[config.mk]
export PLATFORM = sky130hd
export DESIGN_NAME = mbx_irq_gen
export DESIGN_NICKNAME = d
export VERILOG_FILES = /design/src/rtl/mbx_irq_pkg.sv /design/src/rtl/mbx_irq_vec.sv /design/src/rtl/mbx_irq_ctl.sv /design/src/rtl/mbx_irq_gen.sv
export SDC_FILE = /design/constraint.sdc
export NUM_CORES = 1
export LEC_CHECK = 0
export CAP_MARGIN = 40
export CORE_ASPECT_RATIO = 1.4
export CORE_MARGIN = 1.5
export CORE_UTILIZATION = 35
export DETAILED_ROUTE_END_ITERATION = 10
export GPL_ROUTABILITY_DRIVEN = 1
export PLACE_DENSITY = 0.72
export SLEW_MARGIN = 10
export SYNTH_ARGS = -nofsm -noshare
export SYNTH_HDL_FRONTEND = slang
export SYNTH_HIERARCHICAL = 1
export SYNTH_SLANG_ARGS = --single-unit
[constraint.sdc]
create_clock -name clk -period 1.55 [get_ports clk]
set_input_delay 0.31 -clock clk [delete_from_list [all_inputs] [get_ports clk]]
set_output_delay 0.31 -clock clk [all_outputs]
set_load 0.05 [all_outputs]
[src/rtl/mbx_irq_pkg.sv]
package mbx_irq_pkg;
  localparam int unsigned VEC_W_DEF = 11;

  typedef struct packed {
    logic msg;
    logic ack;
  } mbx_evt_t;
endpackage

[src/rtl/mbx_irq_vec.sv]
module mbx_irq_vec #(
  parameter int unsigned VEC_W = 11
) (
  input  logic             clk,
  input  logic             rst_n,
  input  logic             wr_i,
  input  logic [VEC_W-1:0] wdata_i,
  output logic [VEC_W-1:0] vec_o
);
  logic [VEC_W-1:0] vec_q, vec_d;

  always_comb begin
    vec_d = vec_q;
    if (wr_i) vec_d = wdata_i;
  end

  always_ff @(posedge clk or negedge rst_n) begin
    if (!rst_n) vec_q <= '0;
    else        vec_q <= vec_d;
  end

  assign vec_o = vec_q;

  assert_vec_load_R2: assert property (@(posedge clk) disable iff (!rst_n)
    wr_i |=> (vec_o == $past(wdata_i)));
  assert_vec_hold_R2: assert property (@(posedge clk) disable iff (!rst_n)
    !wr_i |=> $stable(vec_o));
endmodule

[src/rtl/mbx_irq_ctl.sv]
module mbx_irq_ctl
  import mbx_irq_pkg::*;
(
  input  logic     clk,
  input  logic     rst_n,
  input  mbx_evt_t evt_i,
  input  logic     wr_i,
  input  logic     wdata_i,
  output logic     en_o,
  output logic     fire_o
);
  logic en_q, en_d;
  logic arm_q, arm_d;
  logic pend, dis_wr, en_rise;

  assign pend    = evt_i.msg | evt_i.ack;
  assign dis_wr  = wr_i & ~wdata_i;
  assign en_rise = wr_i & wdata_i & ~en_q;

  always_comb begin
    fire_o = en_q & arm_q & pend & ~dis_wr;
    en_d   = en_q;
    if (wr_i) en_d = wdata_i;
    arm_d = arm_q;
    if (en_rise)              arm_d = 1'b1;
    else if (dis_wr | fire_o) arm_d = 1'b0;
    else if (en_q & ~pend)    arm_d = 1'b1;
  end

  always_ff @(posedge clk or negedge rst_n) begin
    if (!rst_n) begin
      en_q  <= 1'b0;
      arm_q <= 1'b0;
    end else begin
      en_q  <= en_d;
      arm_q <= arm_d;
    end
  end

  assign en_o = en_q;

  assert_no_fire_disabled_R8: assert property (@(posedge clk) disable iff (!rst_n)
    !en_o |-> !fire_o);
  assert_rearm_fire_R9: assert property (@(posedge clk) disable iff (!rst_n)
    ($rose(en_o) && pend && !dis_wr) |-> fire_o);
  assert_fire_spaced_R6: assert property (@(posedge clk) disable iff (!rst_n)
    (fire_o && !wr_i) |=> !fire_o);
  assert_enable_load_R3: assert property (@(posedge clk) disable iff (!rst_n)
    wr_i |=> (en_o == $past(wdata_i)));
endmodule

[src/rtl/mbx_irq_gen.sv]
module mbx_irq_gen
  import mbx_irq_pkg::*;
#(
  parameter int unsigned VEC_W = VEC_W_DEF
) (
  input  logic             clk,
  input  logic             rst_n,
  input  logic             msg_pend_i,
  input  logic             ack_any_i,
  input  logic             ctl_wr_i,
  input  logic             ctl_wdata_i,
  input  logic             vec_wr_i,
  input  logic [VEC_W-1:0] vec_wdata_i,
  output logic             int_en_o,
  output logic [VEC_W-1:0] vec_rd_o,
  output logic             irq_valid_o,
  output logic [VEC_W-1:0] irq_vec_o
);
  logic [1:0]       rst_sync_q;
  logic             rst_n_s;
  mbx_evt_t         evt;
  logic             fire;
  logic [VEC_W-1:0] vec;
  logic             irq_d;
  logic [VEC_W-1:0] irq_vec_d;
  logic             irq_q;
  logic [VEC_W-1:0] irq_vec_q;

  always_ff @(posedge clk or negedge rst_n) begin
    if (!rst_n) rst_sync_q <= 2'b00;
    else        rst_sync_q <= {rst_sync_q[0], 1'b1};
  end
  assign rst_n_s = rst_sync_q[1];

  assign evt.msg = msg_pend_i;
  assign evt.ack = ack_any_i;

  mbx_irq_ctl u_ctl (
    .clk     (clk),
    .rst_n   (rst_n_s),
    .evt_i   (evt),
    .wr_i    (ctl_wr_i),
    .wdata_i (ctl_wdata_i),
    .en_o    (int_en_o),
    .fire_o  (fire)
  );

  mbx_irq_vec #(.VEC_W(VEC_W)) u_vec (
    .clk     (clk),
    .rst_n   (rst_n_s),
    .wr_i    (vec_wr_i),
    .wdata_i (vec_wdata_i),
    .vec_o   (vec)
  );

  always_comb begin
    irq_d     = fire;
    irq_vec_d = fire ? vec : '0;
  end

  always_ff @(posedge clk or negedge rst_n_s) begin
    if (!rst_n_s) begin
      irq_q     <= 1'b0;
      irq_vec_q <= '0;
    end else begin
      irq_q     <= irq_d;
      irq_vec_q <= irq_vec_d;
    end
  end

  assign vec_rd_o    = vec;
  assign irq_valid_o = irq_q;
  assign irq_vec_o   = irq_vec_q;

  assert_pulse_one_cycle_R4: assert property (@(posedge clk) disable iff (!rst_n_s)
    irq_valid_o |=> !irq_valid_o);
  assert_irq_needs_event_R4: assert property (@(posedge clk) disable iff (!rst_n_s)
    irq_valid_o |-> $past(int_en_o && (msg_pend_i || ack_any_i)));
  assert_irq_old_vector_R5: assert property (@(posedge clk) disable iff (!rst_n_s)
    irq_valid_o |-> (irq_vec_o == $past(vec_rd_o)));
  assert_disable_wins_R11: assert property (@(posedge clk) disable iff (!rst_n_s)
    (ctl_wr_i && !ctl_wdata_i) |=> !irq_valid_o);
endmodule

==> metrics.md, run 1 <==
| Metric | Value |
|---|---|
| Critical Path End | `int_en_o` |
| I/O pin total | `42` |
| Synth unique cells | `12` |
| CTS tree | `built` |
| Post-CTS Resized | `0` |
| Clock-pin slew on the worst setup and hold paths | `about 130 ps` |
| CTS sink cnt | `27` |
| Die span in y | `65.48 microns` |
| DIE AREA | `between 3000 and 4000 sq um` |
| Top-count cell post-synth | `dfrtp_1` |
| CP max-delay cell | `dfrtp_1` |
| Layout cell share with drive strength beyond 1 | `0.4038` |
| Worst Setup SP | `u_ctl/en_o$_DFFE_PN0P_` |
| CP delay by family, top | `flip-flops` |
| GRT overflow | `0` |
| Pins Over Slew Limit | `0` |
| Fillers | `224` |
| Reg area | `approximately 680 sq um` |
| Max incr delay on CP | `450 ps` |
| RR Startpoint | `u_ctl/en_o$_DFFE_PN0P_` |
| Crit start category | `register` |
| Placer Congestion | `just under 0.6` |
| Post-Syn Nets | `76` |
| RR Endpoint | `irq_vec_o[2]$_DFF_PN0_` |
| Antenna viol nets, final | `0` |
| Largest net degree at the start of global routing | `26` |
| Post-CTS Setup Bufs | `0` |
| Layout overhead on the synthesized area | `60.00%` |
| DRC | `0` |
| FF-to-FF setup slack | `approximately 400 ps` |
| Clk buf depth | `2` |
| Peak VDD IR | `just over 0.6 mV` |
| LEAKAGE | `roughly 0.76 nW` |
| Cts hold-fix bufs | `0` |
| FP Rows | `22` |
| Sequential area share after synthesis | `0.6923` |
| Reg2reg path depth | `4` |
| Top FF cell, synth | `dfrtp_1` |
| IO buf count | `41` |
| Syn. warnings | `6` |
| Top cells by area in the synthesized netlist | `dfrtp_1 69%, mux2_4 15%, and2_1 7.1%` |
| GRT Util Overall | `0.1263` |
| Ant. Diodes | `0` |
| HP Class | `in -> async` |
| Post-synth top cells | `27 x dfrtp_1, 11 x and2_1, 10 x mux2_4` |
| Period minus WS final | `about 1200 ps` |
| RSZ-0062 raised after global routing | `false` |
| Crit Path Class | `reg -> out` |
| # H-tree levels | `1` |
| Clk root buf | `clkbuf_4` |
| Final WL | `about 1700 microns` |
| Via count | `around 620` |
| Final hold violation count | `0` |
| First-pass GRT wire length | `2835 microns` |
| Worst EP arrival | `around 930 ps` |
| Pwr Density | `between 1000 and 1500 nW/um^2` |
| Initial DRT Pass Iterations | `4` |
| HPWL after DPL | `about 1300 microns` |
| CTS buffer count | `3` |
| Synth Area per Inst | `between 15 and 20 sq um` |
| Worst-skew pair later-pin latency | `slightly above 300 ps` |
| Synthesized area | `just under 1000 sq um` |
| CP bufs+invs | `1` |
| CP Max Fanout | `4` |
| Mapped Cells | `slightly below 60` |
| Multi-input gate area in the final layout | `274.0 sq um` |
| Fmax | `just over 800 MHz` |
| Synth Register Bits | `27` |
| WL per Instance | `12.31 microns` |
| Fin crit share | `0.8011` |
| Worst-path cell chain | `buf_12` |
| Area leader, netlist | `dfrtp_1` |
| Vias in the first global route | `~640` |
| WP data required | `1240 ps` |
| Nets | `~120` |
| First DRT Iteration DRCs | `4` |
| Routed vias/inst | `~4.4` |
| Starting Density | `0.3693` |
| Setup TNS | `0 ps` |
| Status | `finished clean` |
| Critical Path End Type | `output port` |
| Design Power | `approximately 1.6 mW` |
| Placeable Area | `~2600 sq um` |
| Die width | `~48 microns` |
| Async S/R FF share, synth | `1.000` |
| Max Cap Viol | `0` |
| Layout Skew | `between 0.8 and 0.9 ps` |
| Final setup vio count | `0` |
| Yosys top cell area share | `0.6923` |
| Post-synth EDFFs | `0` |
| Initial antenna violation count | `0` |
| Stages on worst setup path | `1` |
## state kept, by name (all words and copies together), names as in the netlist
register / flops
irq_vec_o: 11
u_vec/vec_o: 11
rst_sync_q: 2
irq_valid_o: 1
u_ctl/arm_q: 1
u_ctl/en_o: 1
## layer usage
layer / track usage / vias up / share of wire
met5: 0 / - / 0
met4: 0.06081 / 0 / 0.013
met3: 0.02198 / 2 / 0.084
met2: 0.1909 / 30 / 0.49
met1: 0.1712 / 301 / 0.41
li1: - / 283 / -
## area by class of cell
| type | count | share of cell area |
|---|---|---|
| timing repair buffer | 44 | 0.3429 |
| clock buffer | 3 | 0.01442 |
| inverter | 1 | 0.002404 |
| tap | 36 | 0.02885 |
| clock inverter | 1 | 0.003205 |
| sequential | 27 | 0.4327 |
| multi-input combinational | 28 | 0.1755 |
## worst min path at each step
stage | cells after the start | to | start | slack [ps]
CTS | 1 | rst_sync_q[1]$_DFF_PN0_ | rst_n | 140
global placement | 1 | u_ctl/en_o$_DFFE_PN0P_ | rst_sync_q[1]$_DFF_PN0_ | 220
detailed placement | 1 | u_ctl/arm_q$_DFFE_PN0P_ | rst_sync_q[1]$_DFF_PN0_ | 220
finish | 1 | rst_sync_q[1]$_DFF_PN0_ | rst_n | 140
global route | 1 | rst_sync_q[1]$_DFF_PN0_ | rst_n | 120
floorplan | 0 | rst_sync_q[0]$_DFF_PN0_ | rst_n | 10
## power breakdown
group	leakage (nW)	switching (mW)	internal, mW
logic	0.402	0.236	0.238
clock network	0.0177	0.188	0.0963
registers	0.341	0.0481	0.756
total	0.760	0.473	1.09
## kinds of logic after synthesis
family | Yosys count | share of synthesized area
other | 1 | 0.003842
buffers and inverters | 3 | 0.02692
muxes | 12 | 0.1769
DFF | 27 | 0.6923
and+or+nand+nor | 13 | 0.08463
AOI/OAI and AO/OA | 2 | 0.01538
## through the flow
stage	instances	cell area [sq um]	utilization	setup slack (ps)	hold WS [ps]
6_report	140	1562	0.5909	308.2	138.8
5_1_grt	140	1562	0.5909	252.5	118.5
4_1_cts	140	1562	0.5909	292.9	137.2
3_5_place_dp	136	1534	0.5805	41.65	223.7
3_3_place_gp	136	1534	0.5805	89.47	220.4
2_1_floorplan	58	975.9	-	124.7	14.41
## cell usage in the layout (no fill, tap or decap)
cell,Yosys,final
dfrtp_1,27,27
clkdlybuf4s50_1,0,17
buf_4,0,14
buf_12,0,13
and2_1,11,11
mux2_4,10,10
clkbuf_4,0,3
clkinv_2,0,1
conb_1,1,1
inv_1,1,1
o21ai_1,1,1
nand2b_1,1,1
nor3b_1,1,1
mux2_1,1,1
o311a_1,1,1
mux2_2,1,1
(Power assumes the default switching activity.)
==> inputs of run 2 (changes only) <==
==> constraint.sdc (replaced) <==
create_clock -name clk -period 1.2 [get_ports clk]
set_input_delay 0.24 -clock clk [delete_from_list [all_inputs] [get_ports clk]]
set_output_delay 0.24 -clock clk [all_outputs]
set_load 0.05 [all_outputs]
==> run 2 against run 1 <==
Against the previous run: the run now ends with negative setup slack left; highest routed layer is now met3; critical path depth increased by 1; combinational power grew 48%; worst setup slack worse by 350 ps; critical endpoint unchanged.
==> metrics.md, run 2 (same netlist as run 1, synthesis figures left out) <==
| Metric | Value |
|---|---|
| Status | `finished with violations (was finished clean)` |
| Violated checks | `negative setup slack` |
| Fin cells | `145 (was 140)` |
| Layout cell share with drive strength beyond 1 | `0.4404 (was 0.4038)` |
| Initial DRT Pass Iterations | `3 (was 4)` |
| Pins Over Slew Limit | `0 (unchanged)` |
| Worst-path cell chain | `buf_6 > buf_12 (was buf_12)` |
| CTS buffer count | `3 (unchanged)` |
| Busiest grt layer | `met2 (unchanged)` |
| Fin crit share | `1.032` |
| Multi-input gate area in the final layout | `285.3 sq um (was 274.0 sq um)` |
| GRT overflow | `0 (unchanged)` |
| Antenna viol nets, final | `0 (unchanged)` |
| Setup WS post-layout | `-37.93 ps (was 308.2 ps)` |
| Layout overhead on the synthesized area | `80.77% (was 60.00%)` |
| Met3 usage | `0.02747 (was 0.02198)` |
| IO buf count | `41 (unchanged)` |
| Largest net degree at the start of global routing | `26 (unchanged)` |
| Hold Worst Slack | `88.47 ps (was 138.8 ps)` |
| Placer Congestion | `0.6403 (was 0.5901)` |
| I/O pin total | `42 (unchanged)` |
| Worst EP arrival | `1000 ps (was 930 ps)` |
| Via count | `616 (unchanged)` |
| Die span in y | `65.48 microns (unchanged)` |
| WL per Instance | `13.63 microns (was 12.31 microns)` |
| Cts hold-fix bufs | `0 (unchanged)` |
| CP max-delay cell | `dfrtp_2 (was dfrtp_1)` |
| Nets | `128 (was 123)` |
| Crit start category | `register (unchanged)` |
| Placed cells | `138 (was 136)` |
| LEAKAGE | `0.8190 nW (was 0.7598 nW)` |
| Clk buf depth | `2 (unchanged)` |
| HP Class | `in -> async (unchanged)` |
| Final setup vio count | `1 (was 0)` |
| HPWL after DPL | `1539 microns (was 1278 microns)` |
| Pwr Density | `1199 nW/um^2 (was 1001 nW/um^2)` |
| CP Max Fanout | `2 (was 4)` |
| Ant. Diodes | `0 (unchanged)` |
| Commonest non-fill, non-tap cells in the layout | `26 x dfrtp_1, 25 x buf_12, 17 x clkdlybuf4s50_1 (was 27 x dfrtp_1, 17 x clkdlybuf4s50_1, 14 x buf_4)` |
| Crit Path Class | `reg -> out (unchanged)` |
| Die width | `47.63 microns (unchanged)` |
| Max incr delay on CP | `440 ps (was 450 ps)` |
| M2 GR Usage | `0.2432 (was 0.1909)` |
| WP data required | `960 ps (was 1240 ps)` |
| Max Cap Viol | `0 (unchanged)` |
| Vias in the first global route | `690 (was 639)` |
| Layout Skew | `3.471 ps (was 0.8254 ps)` |
| Final hold violation count | `0 (unchanged)` |
| Routed vias/inst | `4.248 (was 4.400)` |
| First-pass GRT wire length | `3111 microns (was 2835 microns)` |
| Fillers | `202 (was 224)` |
| Setup TNS | `-37.93 ps (was 0 ps)` |
| CTS sink cnt | `27 (unchanged)` |
| GR Util met1 | `0.1785 (was 0.1712)` |
| Starting Density | `0.3693 (unchanged)` |
| Clk root buf | `clkbuf_4 (unchanged)` |
| DIE AREA | `3119 sq um (unchanged)` |
| RSZ-0062 raised after global routing | `true (was false)` |
| Initial antenna violation count | `0 (unchanged)` |
| # H-tree levels | `1 (unchanged)` |
| CTS tree | `built (unchanged)` |
| Reg area | `676.9 sq um (was 675.6 sq um)` |
| Fmax | `807.8 MHz` |
| FP Rows | `22 (unchanged)` |
| First DRT Iteration DRCs | `7 (was 4)` |
| GRT Util Overall | `0.1398 (was 0.1263)` |
| Peak VDD IR | `0.8230 mV (was 0.6033 mV)` |
| Worst-skew pair later-pin latency | `300 ps (was 310 ps)` |
| Critical Path End Type | `output port (unchanged)` |
| DRC | `0 (unchanged)` |
| Final WL | `1977 microns (was 1724 microns)` |
| Placeable Area | `2643 sq um (unchanged)` |
| Commonest non-fill, non-tap cell in the layout | `dfrtp_1 (unchanged)` |
| Pre-CTS setup slack | `-470.5 ps (was 41.65 ps)` |
| Clock-pin slew on the worst setup and hold paths | `130 ps (about the same)` |
| Period minus WS final | `around 1200 ps` |
-- run 2: repair_timing --
item / CTS / global route
setup endpoints to repair: 13 / 7
setup buffers: 2 / 1
cloned: 0 / 0
resized for setup: 2 / 0
-- run 2: stage by stage --
step	instance area (sq um)	power (mW)	utilization
after floorplan	982.2	1.363	-
after detailed placement	1693	1.751	0.6406
final	1764	2.115	0.6676
after global routing	1764	2.208	0.6676
after global placement	1693	1.733	0.6406
after CTS	1757	2.131	0.6648
-- run 2: final timing paths --
kind,depth (start not counted),startpoint,to,slack [ps]
worst min register to register,1,rst_sync_q[1]$_DFF_PN0_,u_vec/vec_o[3]$_DFFE_PN0P_,220
worst max-delay path,2,u_ctl/en_o$_DFFE_PN0P_,int_en_o,-40
worst max register to register,3,u_ctl/en_o$_DFFE_PN0P_,u_ctl/arm_q$_DFFE_PN0P_,100
max in group asynchronous,1,rst_sync_q[1]$_DFF_PN0_,u_ctl/en_o$_DFFE_PN0P_,730
worst min-delay path,1,rst_n,rst_sync_q[1]$_DFF_PN0_,90
min in group clk,0,rst_sync_q[0]$_DFF_PN0_,rst_sync_q[1]$_DFF_PN0_,370
-- run 2: routing by layer --
metal  share of wire  up-vias
met5               0        -
met4               0        0
met3           0.078        0
met2            0.55       29
met1            0.38      300
li1                -      287
-- run 2: report_power, final --
group / switching (mW) / internal [mW] / total (mW)
registers: 0.0737 / 0.978 / 1.05
clock network: 0.230 / 0.129 / 0.360
logic: 0.322 / 0.381 / 0.703
total: 0.626 / 1.49 / 2.11
-- run 2: layout make-up --
type | count | area share
repair buffers | 49 | 0.4121
flip-flops and latches | 27 | 0.3837
multi-input cells | 28 | 0.1617
well taps | 36 | 0.02553
clock buffers | 4 | 0.01489
inverters | 1 | 0.002128
-- run 2: critical path, delay by kind of cell, from the launching register on --
kind                   cells  cell delay [ps]
buffers and inverters      2              260
DFF                        1              440
==> inputs of run 3 (changes only) <==
--- a/config.mk
+++ b/config.mk
@@ -6,14 +6,17 @@
 export NUM_CORES = 1
 export LEC_CHECK = 0
 export CAP_MARGIN = 40
-export CORE_ASPECT_RATIO = 1.4
+export CELL_PAD_IN_SITES_DETAIL_PLACEMENT = 0
+export CELL_PAD_IN_SITES_GLOBAL_PLACEMENT = 1
+export CORE_ASPECT_RATIO = 0.75
 export CORE_MARGIN = 1.5
-export CORE_UTILIZATION = 35
+export CORE_UTILIZATION = 32
 export DETAILED_ROUTE_END_ITERATION = 10
 export GPL_ROUTABILITY_DRIVEN = 1
-export PLACE_DENSITY = 0.72
+export PLACE_DENSITY = 0.81
 export SLEW_MARGIN = 10
 export SYNTH_ARGS = -nofsm -noshare
 export SYNTH_HDL_FRONTEND = slang
 export SYNTH_HIERARCHICAL = 1
 export SYNTH_SLANG_ARGS = --single-unit
+export TNS_END_PERCENT = 1
==> run 3 against run 2 <==
Against the previous run: the run now ends clean; first-iteration DRC count shrank 86%; via count shrank 2.1%; critical path depth shrank 1; final cell count shrank 0.69%.
==> metrics.md, run 3 (same netlist as run 1, synthesis figures left out) <==
| Metric | Value |
|---|---|
| HP Class | `in -> async (unchanged)` |
| RSZ-0062 raised after global routing | `false (was true)` |
| I/O pin total | `42 (unchanged)` |
| GR Util met1 | `0.1580 (was 0.1785)` |
| Max Cap Viol | `0 (unchanged)` |
| M2 GR Usage | `0.1733 (was 0.2432)` |
| Worst EP arrival | `890 ps (was 1000 ps)` |
| DRC | `0 (unchanged)` |
| Peak VDD IR | `0.6804 mV (was 0.8230 mV)` |
| Final hold violation count | `0 (unchanged)` |
| WL per Instance | `12.27 microns (was 13.63 microns)` |
| Clk buf depth | `2 (unchanged)` |
| GRT Util Overall | `0.1208 (was 0.1398)` |
| Status | `finished clean (was finished with violations)` |
| First DRT Iteration DRCs | `1 (was 7)` |
| Clock-pin slew on the worst setup and hold paths | `90 ps (was 130 ps)` |
| Largest net degree at the start of global routing | `26 (unchanged)` |
| CTS sink cnt | `27 (unchanged)` |
| # H-tree levels | `1 (unchanged)` |
| Fmax | `888.0 MHz (was 807.8 MHz)` |
| CP delay by family, top | `flip-flops (unchanged)` |
| CTS tree | `built (unchanged)` |
| Die width | `66.77 microns (was 47.63 microns)` |
| Placeable Area | `2914 sq um (was 2643 sq um)` |
| Layout cell share with drive strength beyond 1 | `0.4340 (was 0.4404)` |
| Die span in y | `50.83 microns (was 65.48 microns)` |
| Reg area | `676.9 sq um (unchanged)` |
| Ant. Diodes | `0 (unchanged)` |
| Cts hold-fix bufs | `0 (unchanged)` |
| Fin crit share | `0.9384 (was 1.032)` |
| Via count | `603 (was 616)` |
| Worst-skew pair later-pin latency | `270 ps (was 300 ps)` |
| CP bufs+invs | `1 (was 2)` |
| Commonest non-fill, non-tap cells in the layout | `26 x dfrtp_1, 25 x buf_12, 17 x clkdlybuf4s50_1 (unchanged)` |
| Initial antenna violation count | `0 (unchanged)` |
| Antenna viol nets, final | `0 (unchanged)` |
| WP data required | `960 ps (about the same)` |
| IO buf count | `41 (unchanged)` |
| Fillers | `212 (was 202)` |
| Fin util | `0.6028 (was 0.6676)` |
| Initial DRT Pass Iterations | `4 (was 3)` |
| Post-CTS Setup Bufs | `0 (was 2)` |
| Crit start category | `register (unchanged)` |
| CP max-delay cell | `dfrtp_1 (was dfrtp_2)` |
| Crit Path Class | `reg -> out (unchanged)` |
| Met3 usage | `0.05507 (was 0.02747)` |
| DIE AREA | `3394 sq um (was 3119 sq um)` |
| CP Max Fanout | `3 (was 2)` |
| CTS buffer count | `3 (unchanged)` |
| Clk root buf | `clkbuf_8 (was clkbuf_4)` |
| Starting Density | `0.3349 (was 0.3693)` |
| Final WL | `1767 microns (was 1977 microns)` |
| Multi-input gate area in the final layout | `279.0 sq um (was 285.3 sq um)` |
| Final setup vio count | `0 (was 1)` |
| Worst-path cell chain | `buf_12 (was buf_6 > buf_12)` |
| Post-CTS Resized | `0 (was 2)` |
| Pins Over Slew Limit | `0 (unchanged)` |
| GRT overflow | `0 (unchanged)` |
| Routed vias/inst | `4.188 (was 4.248)` |
| Max incr delay on CP | `440 ps (about the same)` |
| Layout overhead on the synthesized area | `80.00% (was 80.77%)` |
| FP Rows | `17 (was 22)` |
| Nets | `125 (was 128)` |
| Layout Skew | `6.957 ps (was 3.471 ps)` |
| Commonest non-fill, non-tap cell in the layout | `dfrtp_1 (unchanged)` |
| Design Power | `2.230 mW (was 2.115 mW)` |
| First-pass GRT wire length | `2939 microns (was 3111 microns)` |
| Period minus WS final | `1126 ps (was 1238 ps)` |
| Critical Path End Type | `output port (unchanged)` |
| Vias in the first global route | `625 (was 690)` |
| Busiest grt layer | `met2 (unchanged)` |
| LEAKAGE | `0.8096 nW (was 0.8190 nW)` |
| Pwr Density | `1270 nW/um^2 (was 1199 nW/um^2)` |
| Placer Congestion | `0.6084 (was 0.6403)` |
[run 3: cell count changes in the layout (fill, tap and decap cells not counted), sizes merged]
cell and change:
clkbuf -1, clkinvlp +1, buf -3
[run 3: final timing paths]
path / from / endpoint / slack [ps] / depth (start not counted)
worst min-delay path: rst_n / rst_sync_q[0]$_DFF_PN0_ / 120 / 1
min in group clk: rst_sync_q[0]$_DFF_PN0_ / rst_sync_q[1]$_DFF_PN0_ / 360 / 0
worst max-delay path: u_vec/vec_o[8]$_DFFE_PN0P_ / vec_rd_o[8] / 70 / 1
worst max register to register: u_ctl/en_o$_DFFE_PN0P_ / irq_vec_o[0]$_DFF_PN0_ / 130 / 4
max in group asynchronous: rst_sync_q[1]$_DFF_PN0_ / u_ctl/en_o$_DFFE_PN0P_ / 720 / 1
worst min register to register: rst_sync_q[1]$_DFF_PN0_ / u_vec/vec_o[8]$_DFFE_PN0P_ / 220 / 1
[run 3: cell type report]
class	count	area share
inverter	1	0.002137
clock inverter	1	0.004274
tap	38	0.02707
clock buffer	3	0.02350
multi-input combinational	28	0.1588
sequential	27	0.3853
timing repair buffer	46	0.3989
[run 3: power breakdown]
part           switching (mW)  leakage [nW]  internal (mW)
registers              0.0756         0.340          0.978
clock network           0.271        0.0217          0.235
logic                   0.306         0.448          0.364
[run 3: metal layers]
metal | routed length, microns | part of all wire | up-vias
li1 | - | - | 286
met1 | 715 | 0.40 | 292
met2 | 874 | 0.49 | 25
met3 | 177 | 0.10 | 0
met4 | 0 | 0 | 0
met5 | 0 | 0 | -
[run 3: stage by stage]
stage | hold WS [ps] | TNS, ps | cells | worst slack (ps) | instance area, sq um
2_1_floorplan | -55.59 | 0 | 58 | 11.56 | 982.2
3_3_place_gp | 220.8 | -3306 | 140 | -170.6 | 1708
3_5_place_dp | 228.9 | -3531 | 140 | -185.6 | 1708
4_1_cts | 116.4 | 0 | 144 | 58.29 | 1757
5_1_grt | 103.2 | 0 | 144 | 23.40 | 1757
6_report | 117.9 | 0 | 144 | 73.89 | 1757
